===== src/rtl/dbr_pkg.sv =====
package dbr_pkg;
  typedef enum logic [1:0] {
    EXC_NONE = 2'd0,
    EXC_RSV  = 2'd1,
    EXC_SLOT = 2'd2,
    EXC_EVT  = 2'd3
  } exc_t;

  localparam int INSN_BYTES = 2;
endpackage


===== src/rtl/dbr_exc_arb.sv =====
module dbr_exc_arb
  import dbr_pkg::*;
(
  input  logic in_slot,
  input  logic dec_undef,
  input  logic dec_branch,
  input  logic evt_req,
  input  logic evt_pend,
  output logic take,
  output exc_t code,
  output logic br_take,
  output logic pend_next
);
  logic bad_op;
  logic evt_any;

  always_comb begin
    // a branch sitting in a slot is treated like an undefined opcode
    bad_op  = dec_undef | (dec_branch & in_slot);
    evt_any = evt_req | evt_pend;
    code    = EXC_NONE;
    if (bad_op)
      code = in_slot ? EXC_SLOT : EXC_RSV;
    else if (evt_any && !in_slot)
      code = EXC_EVT;
    take      = (code != EXC_NONE);
    br_take   = dec_branch & ~take;
    pend_next = evt_any & (code != EXC_EVT);
  end
endmodule


===== src/rtl/dbr_pc_stages.sv =====
module dbr_pc_stages #(
  parameter int ADDR_W = 32,
  parameter logic [ADDR_W-1:0] RESET_ADDR = 32'h0000_1000
) (
  input  logic              clk,
  input  logic              rst,
  input  logic              trap,
  input  logic [ADDR_W-1:0] trap_vec,
  input  logic              br_take,
  input  logic              call_take,
  input  logic [ADDR_W-1:0] br_tgt,
  output logic [ADDR_W-1:0] pc_cur,
  output logic [ADDR_W-1:0] pr_cur
);
  localparam int NSTG = 3;
  localparam logic [ADDR_W-1:0] STEP = ADDR_W'(dbr_pkg::INSN_BYTES);
  localparam logic [ADDR_W-1:0] ALIGN_MASK = ~ADDR_W'(1);

  logic [ADDR_W-1:0] pc_q [NSTG];
  logic [ADDR_W-1:0] pr_q [NSTG];
  logic [ADDR_W-1:0] pc_d [NSTG];
  logic [ADDR_W-1:0] pr_d [NSTG];
  logic [ADDR_W-1:0] pc_rst [NSTG];

  assign pc_rst[0] = RESET_ADDR & ALIGN_MASK;
  assign pc_rst[1] = RESET_ADDR & ALIGN_MASK;
  assign pc_rst[2] = (RESET_ADDR & ALIGN_MASK) + STEP;

  always_comb begin
    // step order: next <- next-next, next-next <- next + 2, current <- next
    pc_d[1] = pc_q[2];
    pc_d[2] = pc_q[2] + STEP;
    pr_d[1] = pr_q[2];
    pr_d[2] = pr_q[2];
    if (br_take)
      pc_d[2] = br_tgt & ALIGN_MASK;
    if (br_take && call_take)
      pr_d[2] = pc_q[2] + STEP;
    pc_d[0] = pc_d[1];
    pr_d[0] = pr_d[1];
    if (trap) begin
      pc_d[0] = trap_vec & ALIGN_MASK;
      pc_d[1] = trap_vec & ALIGN_MASK;
      pc_d[2] = (trap_vec & ALIGN_MASK) + STEP;
      pr_d[0] = pr_q[0];
      pr_d[1] = pr_q[1];
      pr_d[2] = pr_q[2];
    end
  end

  for (genvar g = 0; g < NSTG; g++) begin : g_stage
    always_ff @(posedge clk) begin
      if (rst) begin
        pc_q[g] <= pc_rst[g];
        pr_q[g] <= '0;
      end else begin
        pc_q[g] <= pc_d[g];
        pr_q[g] <= pr_d[g];
      end
    end
  end

  assign pc_cur = pc_q[0];
  assign pr_cur = pr_q[0];
endmodule


===== src/rtl/dbr_pc_seq.sv =====
module dbr_pc_seq
  import dbr_pkg::*;
#(
  parameter int ADDR_W = 32,
  parameter logic [ADDR_W-1:0] RESET_ADDR = 32'h0000_1000,
  parameter logic [ADDR_W-1:0] VEC_RSV    = 32'h0000_0100,
  parameter logic [ADDR_W-1:0] VEC_SLOT   = 32'h0000_0200,
  parameter logic [ADDR_W-1:0] VEC_EVT    = 32'h0000_0300
) (
  input  logic              clk,
  input  logic              rst,
  input  logic              dec_undef,
  input  logic              dec_branch,
  input  logic              dec_call,
  input  logic [ADDR_W-1:0] dec_target,
  input  logic              evt_req,
  output logic [ADDR_W-1:0] fetch_addr,
  output logic              in_slot,
  output logic [ADDR_W-1:0] pr_cur,
  output logic              exc_valid,
  output logic [1:0]        exc_code
);
  logic              slot_q, pend_q, exv_q;
  exc_t              code_q;
  logic              take, br_take, pend_next;
  exc_t              code;
  logic [ADDR_W-1:0] vec;

  dbr_exc_arb u_arb (
    .in_slot   (slot_q),
    .dec_undef (dec_undef),
    .dec_branch(dec_branch),
    .evt_req   (evt_req),
    .evt_pend  (pend_q),
    .take      (take),
    .code      (code),
    .br_take   (br_take),
    .pend_next (pend_next)
  );

  always_comb begin
    unique case (code)
      EXC_SLOT: vec = VEC_SLOT;
      EXC_EVT:  vec = VEC_EVT;
      default:  vec = VEC_RSV;
    endcase
  end

  dbr_pc_stages #(.ADDR_W(ADDR_W), .RESET_ADDR(RESET_ADDR)) u_stg (
    .clk      (clk),
    .rst      (rst),
    .trap     (take),
    .trap_vec (vec),
    .br_take  (br_take),
    .call_take(dec_call),
    .br_tgt   (dec_target),
    .pc_cur   (fetch_addr),
    .pr_cur   (pr_cur)
  );

  always_ff @(posedge clk) begin
    if (rst) begin
      slot_q <= 1'b0;
      pend_q <= 1'b0;
      exv_q  <= 1'b0;
      code_q <= EXC_NONE;
    end else begin
      slot_q <= br_take;
      pend_q <= pend_next;
      exv_q  <= take;
      code_q <= code;
    end
  end

  assign in_slot   = slot_q;
  assign exc_valid = exv_q;
  assign exc_code  = code_q;
endmodule


===== config.mk =====
export PLATFORM = sky130hd
export DESIGN_NAME = dbr_pc_seq
export DESIGN_NICKNAME = d
export VERILOG_FILES = /design/src/rtl/dbr_pkg.sv /design/src/rtl/dbr_exc_arb.sv /design/src/rtl/dbr_pc_stages.sv /design/src/rtl/dbr_pc_seq.sv
export SDC_FILE = /design/constraint.sdc
export NUM_CORES = 1
export LEC_CHECK = 0
export BUFFER_PORTS_ARGS = -buffer_cell sky130_fd_sc_hd__buf_2
export CAP_MARGIN = 40
export CORE_AREA = 2 2 117 91
export CTS_CLUSTER_DIAMETER = 100
export DETAILED_ROUTE_END_ITERATION = 7
export DIE_AREA = 0 0 119 93
export GPL_TIMING_DRIVEN = 1
export PLACE_DENSITY = 0.84
export SLEW_MARGIN = 10
export SYNTH_ARGS = -nofsm -noshare
export SYNTH_HDL_FRONTEND = slang
export SYNTH_SLANG_ARGS = --single-unit

===== constraint.sdc =====
create_clock -name clk -period 3.8 [get_ports clk]
set_input_delay 0 -clock clk [delete_from_list [all_inputs] [get_ports clk]]
set_output_delay 0 -clock clk [all_outputs]
set_load 0.02 [all_outputs]

* Word-level counts from Yosys, hierarchy flattened
Memories as Yosys holds them, arrays and structs flattened. Index checks and enable logic that the tools add are counted. Widths: inputs -> output; s select.
Word-level totals: register bits after elaboration 5, memory bits (writable) 192, bits of input ports 38, output and inout bits 68, logic and storage cells 46, memories 2
Memories:
- u_stg.pc_q | depth 3, bits a word 32, rd ports 2, clocked after memory_dff 0, write ports 3, line dbr_pc_stages.sv:19 | logic [ADDR_W-1:0] pc_q [NSTG];
- u_stg.pr_q | depth 3, bits a word 32, rd ports 2, clocked after memory_dff 0, write ports 3, line dbr_pc_stages.sv:20 | logic [ADDR_W-1:0] pr_q [NSTG];
Operators by class: add/subtract/negate cells 2, equal/unequal tests 4, mux-type cells 17, bitwise logic cells 12, reduce and logical (&&, ||, !) cells 5
Operators by type and width (count):
- $mux 32 | 8
- $mux 96 | 2
- $add 32x2->32 const B | 1
- $pmux 10 s2 | 1
- $add 10x2->11 const B | 1
- $or 1x1->1 | 8
- $mux 2 | 3
- $eq 2x2->1 const B | 2
- $and 1x1->1 | 3
- $mux 1 | 3
- $logic_and 1x1->1 | 2
- $ne 2x2->1 const B | 1
- $reduce_and 2->1 | 1
- $reduce_bool 2->1 | 1
- $logic_not 1->1 | 1
- $ne 1x1->1 const B | 1
- $not 1->1 | 1

* Longest topological paths before layout
Gate-level depths: netlist of run 1.
depth in word-level cells 11, gate-level depth with buffers 7

* Hierarchy
Synthesis of run 1 repeated with hierarchy kept, for this count alone.
Second synthesis, totals: cell total of the unflattened synthesis 699, area, all modules 6120.9 sq um
By module, submodules not included:
- dbr_pc_stages | times used 1, cells each 676, area each 5916.9 sq um, seq. area each 2482.4 sq um
- dbr_pc_seq | times used 1, cells each 13, area each 147.6 sq um, seq. area each 100.1 sq um
- dbr_exc_arb | times used 1, cells each 10, area each 56.3 sq um, seq. area each 0.0 sq um

* Worst setup path after synthesis of run 1
OpenSTA, ideal clock, no wires.
kind flip-flop to flip-flop, from memory u_stg.pc_q[2][1], to memory u_stg.pc_q[2][31], arrival 1671 ps, data required time 3705 ps, path slack 2033 ps, cell stages (with the launch flop) 7, cell sequence dfxtp_1 ha_1 nand4_1 nor4_4 nand4_1 xor2_1 a221oi_1
RTL lines (line):
- start: declaration | dbr_pc_stages.sv:19

==> impl_metrics.py, run 1 <==
metrics = {
    "power": {
        "swShare_pct": 21.3,
        "power.internal_mw": 2.50,
        "p_leak_nw": 2.53,
        "switchingPower_uw": 678,
        "ir_drop_uv": 343,
        "power_density_mw_per_mm2": 505,
        "comb_power_share_pct": 5.7,
        "pwr-share-clk_pct": 50.1,
        "pwr-share-seq_pct": 44.2,
    },
    "logic_synthesis": {
        "synth_warnings": 0,
        "ys.flop_type": "dfxtp_1",
        "ys_ff_latch": 129,
        "ys_async_sr_fraction_pct": 0,
        "synthCells": 538,
        "postSynthAreaPerCell_um2": 8.97,
        "synth_common_cells": "129 x dfxtp_1, 78 x nand2_1, 59 x nor2_1",
        "syn_area_mm2": 0.00482,
        "yosys.area.top_type": "dfxtp_1",
        "yosysUniqueCellTypes": 45,
        "synth_most_common_cell": "dfxtp_1",
        "synth.top_cells.by_area": "dfxtp_1 54%, nand2_1 6.1%, a21oi_1 5.0%, nor2_1 4.6%, a211oi_1 3.9%",
        "synth_top_cell_area_share_pct": 53.5,
        "synth-edff-count": 0,
        "yosysSeqAreaShare_pct": 53.5,
    },
    "global_routing": {
        "grt_pass1_vias": 3960,
        "grtUsageTotal_pct": 22.6,
        "antenna_found_initial": 0,
        "grt_pass1_wl_um": 19500,
        "grt_max_degree": 53,
        "overflow": 0,
    },
    "detailed_routing": {
        "routed-wl-met2_um": 6020,
        "via_per_inst": 5.20,
        "wirelength_um": 12200,
        "vias": 4215,
        "antenna_left": 0,
        "dr.max_layer_used": "met4",
        "drtIter0Drc": 255,
        "met3_length_um": 708,
        "drtPass1Iterations": 5,
        "wire_per_inst_um": 15.0,
        "drc": 0,
        "wl_met1_um": 5320,
    },
    "clocking": {
        "post_cts_buffers": 0,
        "numCtsBuffers": 17,
        "cts.path.max_buffers": 2,
        "cts_sinks": 129,
        "root_buffer": "clkbuf_16",
        "cts.clk_slew.worst_paths_ns": 0.05,
        "insertion_delay_ns": 0.41,
        "tritoncts": "built",
        "htree_levels": 4,
        "cts_resized": 0,
    },
    "setup_path": {
        "cp_max_fo": 35,
        "startpoint": "in_slot$_SDFF_PP0_",
        "rr_startpoint": "in_slot$_SDFF_PP0_",
        "arrival_ns": 2.50,
        "reg2reg_slack_ns": 1.66,
        "critPathCapture": "u_stg.pc_q[2][9]$_SDFF_PP0_",
        "r2r_end": "u_stg.pc_q[2][9]$_SDFF_PP0_",
        "rr_worst_depth": 6,
        "end_kind": "register",
        "start_kind": "register",
        "critPathKind": "reg -> reg",
        "worstPathRequired_ns": 4.16,
    },
    "floorplanning": {
        "die_h_um": 93,
        "coreArea_mm2": 0.00997,
        "start_util_pct": 48.4,
        "io_pins": 106,
        "dieArea_mm2": 0.0111,
        "die_x_um": 119,
        "rows": 32,
    },
    "sta": {
        "setup_viol": 0,
        "slew_viol_final": 0,
        "clock_skew_ns": 0.00668,
        "rsz0062_at_grt": "no",
        "tightestPinTransition_ns": 0.711,
        "fmax_mhz": 468,
        "max_slew_margin_pct": 52.3,
        "period_needed_ns": 2.14,
        "tns_ns": 0,
        "hold_viol": 0,
        "period_share_pct": 56.2,
    },
    "final_layout": {
        "nets": 702,
        "fin_cells": 810,
        "n_antenna_cell": 0,
        "nFillCells": 831,
        "synthToLayoutAreaGrowth_pct": 30.5,
        "drive_gt1_share_pct": 22.0,
    },
    "placement": {
        "gp_congestion": 0.925,
        "dp_hpwl_um": 8240,
        "port_buffers": 102,
        "dp.cells": 748,
    },
    "job": {
        "cap_violations": 0,
    },
    "hold_path": {
        "hp-start": "rst",
        "hp-class": "in -> reg",
    },
    "status": {
        "status": "complete, no violations",
    },
}
[cells by family after synthesis]
family | Yosys count | synth area share, %
compound gates | 105 | 13.7
xor+xnor | 29 | 5.26
fa+ha+maj | 1 | 0.259
buf+inv | 48 | 4.51
flops | 129 | 53.5
mux | 2 | 0.415
other cells | 1 | 0.0777
simple gates | 223 | 22.2
[worst max-delay path, cell delays in order (launching register included)]
cell      delay [ns]
dfxtp_1         0.36
or3_1           0.42
a21oi_2         0.14
buf_4           0.33
nand2b_2        0.37
a221oi_1        0.30
or2_2           0.15
[layout by cell type (no fill, tap or decap), types with 2 or more instances in the layout]
cell type	netlist	routed
dfxtp_1	129	129
buf_2	6	102
nand2_1	78	78
nor2_1	59	59
a21oi_1	48	48
dlygate4sd3_1	0	32
and2_1	27	26
a211oi_1	25	25
xnor2_1	21	21
clkbuf_16	0	17
o21ai_0	15	15
inv_1	13	13
nor3_1	12	12
nand4_1	11	11
nand3_1	10	10
xor2_1	8	8
a221oi_1	7	7
a21o_1	5	5
clkbuf_8	1	5
nor4_1	4	4
clkbuf_1	21	4
buf_4	3	4
and4_1	3	3
nand2b_1	2	2
or3_1	2	2
mux2i_1	2	2
and3_1	2	2
and3_2	2	2
or4_1	2	2
nor3_2	2	2
a221oi_2	2	2
conb_1	1	2
bufinv_16	0	2
[metrics by stage]
step           instance area [um^2]  util, %  total power [mW]  hold WS, ns  setup slack (ns)
2_1_floorplan                  4830        -              1.53        0.109              2.03
3_3_place_gp                   5380     53.9              1.58        0.223              1.72
3_5_place_dp                   5400     54.1              1.59        0.226              1.70
4_1_cts                        6300     63.2              3.19      0.00768              1.67
5_1_grt                        6300     63.2              3.29       0.0329              1.50
6_report                       6300     63.2              3.18       0.0307              1.66
[registers in the layout (all words and copies together) (netlist names)]
signal      flops
exc_valid       1
exc_code        2
pend_q          1
in_slot         1
u_stg.pr_q     62
u_stg.pc_q     62
[layer usage]
metal / up-vias / track usage [%]
met4: 0 / 6.45
met1: 1970 / 27.8
met2: 148 / 39.1
met3: 16 / 6.34
li1: 2081 / -
met5: - / 0
[worst min path at each step]
stage | depth (start not counted) | end | slack [ns]
final | 2 | u_stg.pr_q[0][12]$_SDFFE_PP0N_ | 0.03
after global routing | 2 | u_stg.pr_q[0][11]$_SDFFE_PP0N_ | 0.03
after CTS | 3 | pend_q$_SDFF_PP0_ | 0.008
after detailed placement | 3 | u_stg.pc_q[2][1]$_SDFF_PP1_ | 0.23
after global placement | 3 | u_stg.pc_q[2][1]$_SDFF_PP1_ | 0.22
after floorplan | 2 | u_stg.pc_q[2][1]$_SDFF_PP1_ | 0.11
[power by group through the flow]
stage | logic [mW] | registers, mW | clock network, mW
after floorplan | 0.0940 | 1.44 | 0
after global placement | 0.151 | 1.43 | 0
after detailed placement | 0.155 | 1.43 | 0
after CTS | 0.182 | 1.40 | 1.61
after global routing | 0.199 | 1.41 | 1.68
final | 0.182 | 1.40 | 1.59
[timing repair]
item | in CTS | in global routing
endpoints found under the hold margin | 33 | 0
hold buffers | 32 | 0
setup endpoints to repair | 0 | 0
[layout make-up]
type	count	area [um^2]	area share (%)
Clock buffer	26	509	8.09
Clock inverter	4	73.8	1.17
Inverter	14	52.6	0.834
Multi-Input combinational cell	362	2030	32.2
Sequential cell	129	2580	41.0
Tap cell	136	170	2.70
Timing Repair Buffer	139	881	14.0
Power figures use the tool's default switching activity.
==> inputs of run 2 (changes only) <==
==> constraint.sdc (replaced) <==
create_clock -name clk -period 2 [get_ports clk]
set_input_delay 0 -clock clk [delete_from_list [all_inputs] [get_ports clk]]
set_output_delay 0 -clock clk [all_outputs]
set_load 0.02 [all_outputs]
==> run 2 against run 1 <==
- clock-buffer cell count shrank 9
- critical path depth increased by 1
- combinational power is 100% higher
- non-clock buffer count up 10
- clock skew hardly changed
- largest power group unchanged
- worst hold slack got worse by 0.017 ns
- highest routed layer unchanged
- setup slack worse by 1.6 ns
- critical endpoint unchanged
==> impl_metrics.py, run 2 (synthesis results as in run 1) <==
metrics = {
    "detailed_routing": {
        "wirelength_um": 12900,
        "antenna_left": 0,
        "wire_per_inst_um": 15.7,
        "drc": 0,
        "via_per_inst": 5.31,
        "drtIter0Drc": 278,
        "vias": 4358,
        "drtPass1Iterations": 7,
    },
    "power": {
        "ir_drop_uv": 922,
        "power_density_mw_per_mm2": 1050,
        "p_leak_nw": 2.65,
    },
    "sta": {
        "tns_ns": 0,
        "setup_viol": 0,
        "tightestPinTransition_ns": 0.562,
        "period_needed_ns": 1.90,
        "hold_viol": 0,
        "max_slew_margin_pct": 62.6,
        "rsz0062_at_grt": "no",
        "fmax_mhz": 527,
        "slew_viol_final": 0,
        "clock_skew_ns": 0.00656,
        "period_share_pct": 94.8,
    },
    "setup_path": {
        "r2r_end": "u_stg.pc_q[2][9]$_SDFF_PP0_",
        "rr_worst_depth": 7,
        "rr_startpoint": "u_stg.pc_q[2][2]$_SDFF_PP0_",
        "end_kind": "register",
        "arrival_ns": 2.19,
        "startpoint": "u_stg.pc_q[2][2]$_SDFF_PP0_",
        "reg2reg_slack_ns": 0.10,
        "critPathCapture": "u_stg.pc_q[2][9]$_SDFF_PP0_",
        "worstPathRequired_ns": 2.30,
        "start_kind": "register",
        "critPathKind": "reg -> reg",
        "cp_max_fo": 4,
    },
    "final_layout": {
        "nets": 712,
        "synthToLayoutAreaGrowth_pct": 35.8,
        "mostFrequentLayoutCell": "dfxtp_1",
        "n_antenna_cell": 0,
        "fin_cells": 821,
        "layout_common_cells": "129 x dfxtp_1, 102 x buf_2, 78 x nand2_1",
        "drive_gt1_share_pct": 24.1,
    },
    "placement": {
        "dp.cells": 757,
        "dp_hpwl_um": 8440,
        "port_buffers": 102,
        "gp_congestion": 0.866,
    },
    "clocking": {
        "numCtsBuffers": 17,
        "cts.path.max_buffers": 2,
        "cts_sinks": 129,
        "insertion_delay_ns": 0.41,
        "tritoncts": "built",
        "htree_levels": 4,
        "root_buffer": "clkbuf_16",
        "cts.clk_slew.worst_paths_ns": 0.06,
    },
    "global_routing": {
        "overflow": 0,
        "grt_max_degree": 50,
        "grt_pass1_vias": 4163,
        "grtUsageTotal_pct": 23.9,
        "grt_pass1_wl_um": 20600,
        "antenna_found_initial": 0,
    },
    "floorplanning": {
        "die_x_um": 119,
        "coreArea_mm2": 0.00997,
        "rows": 32,
        "io_pins": 106,
        "die_h_um": 93,
        "start_util_pct": 48.4,
        "dieArea_mm2": 0.0111,
    },
    "job": {
        "cap_violations": 0,
    },
    "hold_path": {
        "hp-class": "in -> reg",
    },
    "status": {
        "status": "complete, no violations",
    },
}
run 2: final cells by class:
cell class	count	area, um^2
Tap cell	136	170
Sequential cell	129	2580
Multi-Input combinational cell	362	2040
Timing Repair Buffer	149	968
Fill cell	759	3420
Clock inverter	14	310
Clock buffer	17	425
Inverter	14	52.6
run 2: worst min path at each step:
stage                  startpoint                          end  slack, ns  cells after the start
finish                  dec_undef            pend_q$_SDFF_PP0_       0.01                      3
global route           dec_branch  u_stg.pc_q[2][3]$_SDFF_PP0_       0.04                      3
CTS                     dec_undef            pend_q$_SDFF_PP0_      0.006                      3
detailed placement  dec_target[1]  u_stg.pc_q[2][1]$_SDFF_PP1_       0.21                      3
global placement    dec_target[1]  u_stg.pc_q[2][1]$_SDFF_PP1_       0.21                      3
floorplan           dec_target[1]  u_stg.pc_q[2][1]$_SDFF_PP1_       0.11                      2
run 2: per-layer routing:
layer	part of all wire [%]	vias to the layer above	global-route usage, %
met5	0	-	0
met4	2.7	0	10.9
met3	5.9	30	5.67
met2	48	183	40.4
met1	43	2046	29.1
li1	-	2099	-
run 2: through the flow:
| step | instance area (um^2) | setup WS (ns) | total power [mW] | util, % | hold slack [ns] |
|---|---|---|---|---|---|
| floorplan | 4830 | 0.233 | 2.91 | - | 0.109 |
| global placement | 5480 | 0.132 | 3.03 | 54.9 | 0.214 |
| detailed placement | 5480 | 0.0724 | 3.03 | 54.9 | 0.210 |
| CTS | 6530 | 0.0453 | 6.89 | 65.5 | 0.00581 |
| global route | 6550 | 0.000448 | 7.05 | 65.7 | 0.0414 |
| finish | 6550 | 0.104 | 6.88 | 65.7 | 0.0142 |
run 2: timing repair:
item / 4_1_cts / 5_1_grt
buffers inserted: 0 / 1
hold buffers: 32 / 0
setup endpoints to repair: 0 / 11
hold endpoints to repair: 31 / 0
gates resized for setup: 0 / 2
run 2: critical path, stage by stage (launching register included):
cell and delay, ns:
dfxtp_1 0.36, ha_1 0.23, nand4_1 0.22, buf_4 0.23, nor2_1 0.16, xnor2_1 0.17, a221oi_1 0.10, or2_2 0.30
run 2: power by group:
group	switching, mW	internal, mW
Sequential	0.0372	2.63
Clock	1.13	2.71
Combinational	0.220	0.153
Total	1.39	5.49
==> inputs of run 3 (changes only) <==
--- a/config.mk
+++ b/config.mk
@@ -12,7 +12,8 @@
 export DETAILED_ROUTE_END_ITERATION = 7
 export DIE_AREA = 0 0 119 93
 export GPL_TIMING_DRIVEN = 1
-export PLACE_DENSITY = 0.84
+export PLACE_DENSITY = 0.73
+export SETUP_SLACK_MARGIN = 0.2
 export SLEW_MARGIN = 10
 export SYNTH_ARGS = -nofsm -noshare
 export SYNTH_HDL_FRONTEND = slang
==> run 3 against run 2 <==
- register-to-register slack gained 0.14 ns
- combinational power grew 4%
- worst hold slack got worse by 0.0037 ns
- utilization rose by 1.1 points
- via count down 0.69%
- critical path depth is 1 lower
- first-iteration DRC count is 12% higher
==> impl_metrics.py, run 3 (synthesis results as in run 1) <==
metrics = {
    "placement": {
        "dp.cells": 757,
        "port_buffers": 102,
        "dp_hpwl_um": 8170,
        "postPlaceCellArea_mm2": 0.00548,
        "gp_congestion": 0.864,
    },
    "global_routing": {
        "grtUsageTotal_pct": 23.1,
        "grt_pass1_vias": 4190,
        "antenna_found_initial": 0,
        "grt_max_degree": 66,
        "grt_pass1_wl_um": 20100,
        "overflow": 0,
    },
    "final_layout": {
        "synthToLayoutAreaGrowth_pct": 38.0,
        "drive_gt1_share_pct": 28.7,
        "n_antenna_cell": 0,
        "nets": 722,
        "layout_common_cells": "118 x dfxtp_1, 102 x buf_2, 78 x nand2_1",
        "mostFrequentLayoutCell": "dfxtp_1",
        "design_area_mm2": 0.00666,
        "fin_cells": 830,
    },
    "sta": {
        "setup_viol": 0,
        "max_slew_margin_pct": 56.7,
        "period_share_pct": 87.9,
        "tightestPinTransition_ns": 0.650,
        "tns_ns": 0,
        "rsz0062_at_grt": "yes",
        "worst_hold_slack_ns": 0.0105,
        "slew_viol_final": 0,
        "fmax_mhz": 569,
        "hold_viol": 0,
        "clock_skew_ns": 0.00915,
        "period_needed_ns": 1.76,
    },
    "clocking": {
        "numCtsBuffers": 17,
        "insertion_delay_ns": 0.41,
        "tritoncts": "built",
        "cts.clk_slew.worst_paths_ns": 0.05,
        "cts.path.max_buffers": 2,
        "root_buffer": "clkbuf_16",
        "cts_sinks": 129,
        "htree_levels": 4,
    },
    "setup_path": {
        "arrival_ns": 2.08,
        "critPathKind": "reg -> reg",
        "critPathCapture": "u_stg.pr_q[2][24]$_SDFFE_PP0P_",
        "rr_worst_depth": 6,
        "reg2reg_slack_ns": 0.24,
        "worstPathRequired_ns": 2.32,
        "path_cells": "buf_4 -> and4_2 -> nand2_4 -> nor4_4 -> xnor2_1 -> a211oi_1",
        "end_kind": "register",
        "startpoint": "u_stg.pc_q[2][1]$_SDFF_PP1_",
        "slowest_stage": "dfxtp_2",
        "rr_startpoint": "u_stg.pc_q[2][1]$_SDFF_PP1_",
        "cp_max_fo": 6,
        "start_kind": "register",
        "r2r_end": "u_stg.pr_q[2][24]$_SDFFE_PP0P_",
        "cp_slowest_stage_delay_ns": 0.35,
    },
    "floorplanning": {
        "rows": 32,
        "start_util_pct": 48.4,
        "coreArea_mm2": 0.00997,
        "io_pins": 106,
        "die_h_um": 93,
        "dieArea_mm2": 0.0111,
        "die_x_um": 119,
    },
    "job": {
        "cap_violations": 0,
    },
    "hold_path": {
        "hp-class": "in -> reg",
    },
    "status": {
        "status": "complete, no violations",
    },
    "detailed_routing": {
        "vias": 4328,
        "drtPass1Iterations": 4,
        "drc": 0,
        "antenna_left": 0,
        "drtIter0Drc": 310,
        "via_per_inst": 5.21,
        "wire_per_inst_um": 15.5,
        "wirelength_um": 12900,
    },
    "power": {
        "p_leak_nw": 2.71,
        "power_density_mw_per_mm2": 911,
        "ir_drop_uv": 729,
    },
}
run 3: cell count changes in the layout (fill, tap and decap cells not counted), moves of 4 or more:
cell | previous run | this run
nor2_1 | 59 | 55
buf_4 | 13 | 19
clkbuf_8 | 0 | 4
nand3_2 | 1 | 5
clkbuf_1 | 0 | 4
dfxtp_2 | 0 | 11
bufinv_16 | 9 | 2
nand3_1 | 10 | 6
dfxtp_1 | 129 | 118
clkinv_4 | 4 | 0
run 3: how the worst min path moves through the flow:
stage,from,endpoint,depth (start not counted)
final,dec_call,u_stg.pr_q[2][7]$_SDFFE_PP0P_,4
after global routing,dec_call,u_stg.pr_q[2][7]$_SDFFE_PP0P_,4
after CTS,dec_call,u_stg.pr_q[2][7]$_SDFFE_PP0P_,4
after detailed placement,dec_target[1],u_stg.pc_q[2][1]$_SDFF_PP1_,3
after global placement,dec_target[1],u_stg.pc_q[2][1]$_SDFF_PP1_,3
after floorplan,dec_target[1],u_stg.pc_q[2][1]$_SDFF_PP1_,2
run 3: per-layer routing:
layer | up-vias | global-route usage [%] | routed length [um]
met1 | 2077 | 27.1 | 5420
met2 | 127 | 40.9 | 6670
met5 | - | 0 | 0
li1 | 2108 | - | -
met3 | 16 | 6.16 | 585
met4 | 0 | 8.63 | 233
run 3: through the flow:
step                      power [mW]  util [%]  setup WS [ns]
after floorplan                 2.91         -          0.233
after global placement          3.02      54.9          0.143
after detailed placement        3.03      54.9          0.106
after CTS                       6.06      64.4          0.175
after global routing            6.25      66.8          0.133
final                           6.07      66.8          0.242
run 3: worst max-delay path, delay by kind of cell, from the launching register on:
family          cells  cell delay, ns
compound gates      1            0.26
simple gates        3            0.76
buf+inv             1            0.13
flops               1            0.35
xor+xnor            1            0.16
run 3: layout make-up:
cell class	instances	area, um^2
Clock buffer	25	495
Clock inverter	5	77.6
Fill cell	806	3310
Inverter	14	52.6
Multi-Input combinational cell	362	2200
Sequential cell	129	2600
Tap cell	136	170
Timing Repair Buffer	159	1070
run 3: power breakdown:
group / switching [mW] / leakage (nW) / internal, mW / total [mW]
sequential: 0.0408 / 1.05 / 2.63 / 2.67
clock: 1.06 / 0.279 / 1.95 / 3.01
combinational: 0.220 / 1.38 / 0.167 / 0.387
run 3: what timing repair did:
| action | in CTS | in global routing |
|---|---|---|
| cloned | 0 | 1 |
| hold buffers | 35 | 0 |
| pin swaps | 1 | 16 |
| endpoints found under the setup margin | 22 | 43 |
| hold endpoints to repair | 33 | 0 |
| buffers inserted | 0 | 7 |
| resized for setup | 6 | 37 |
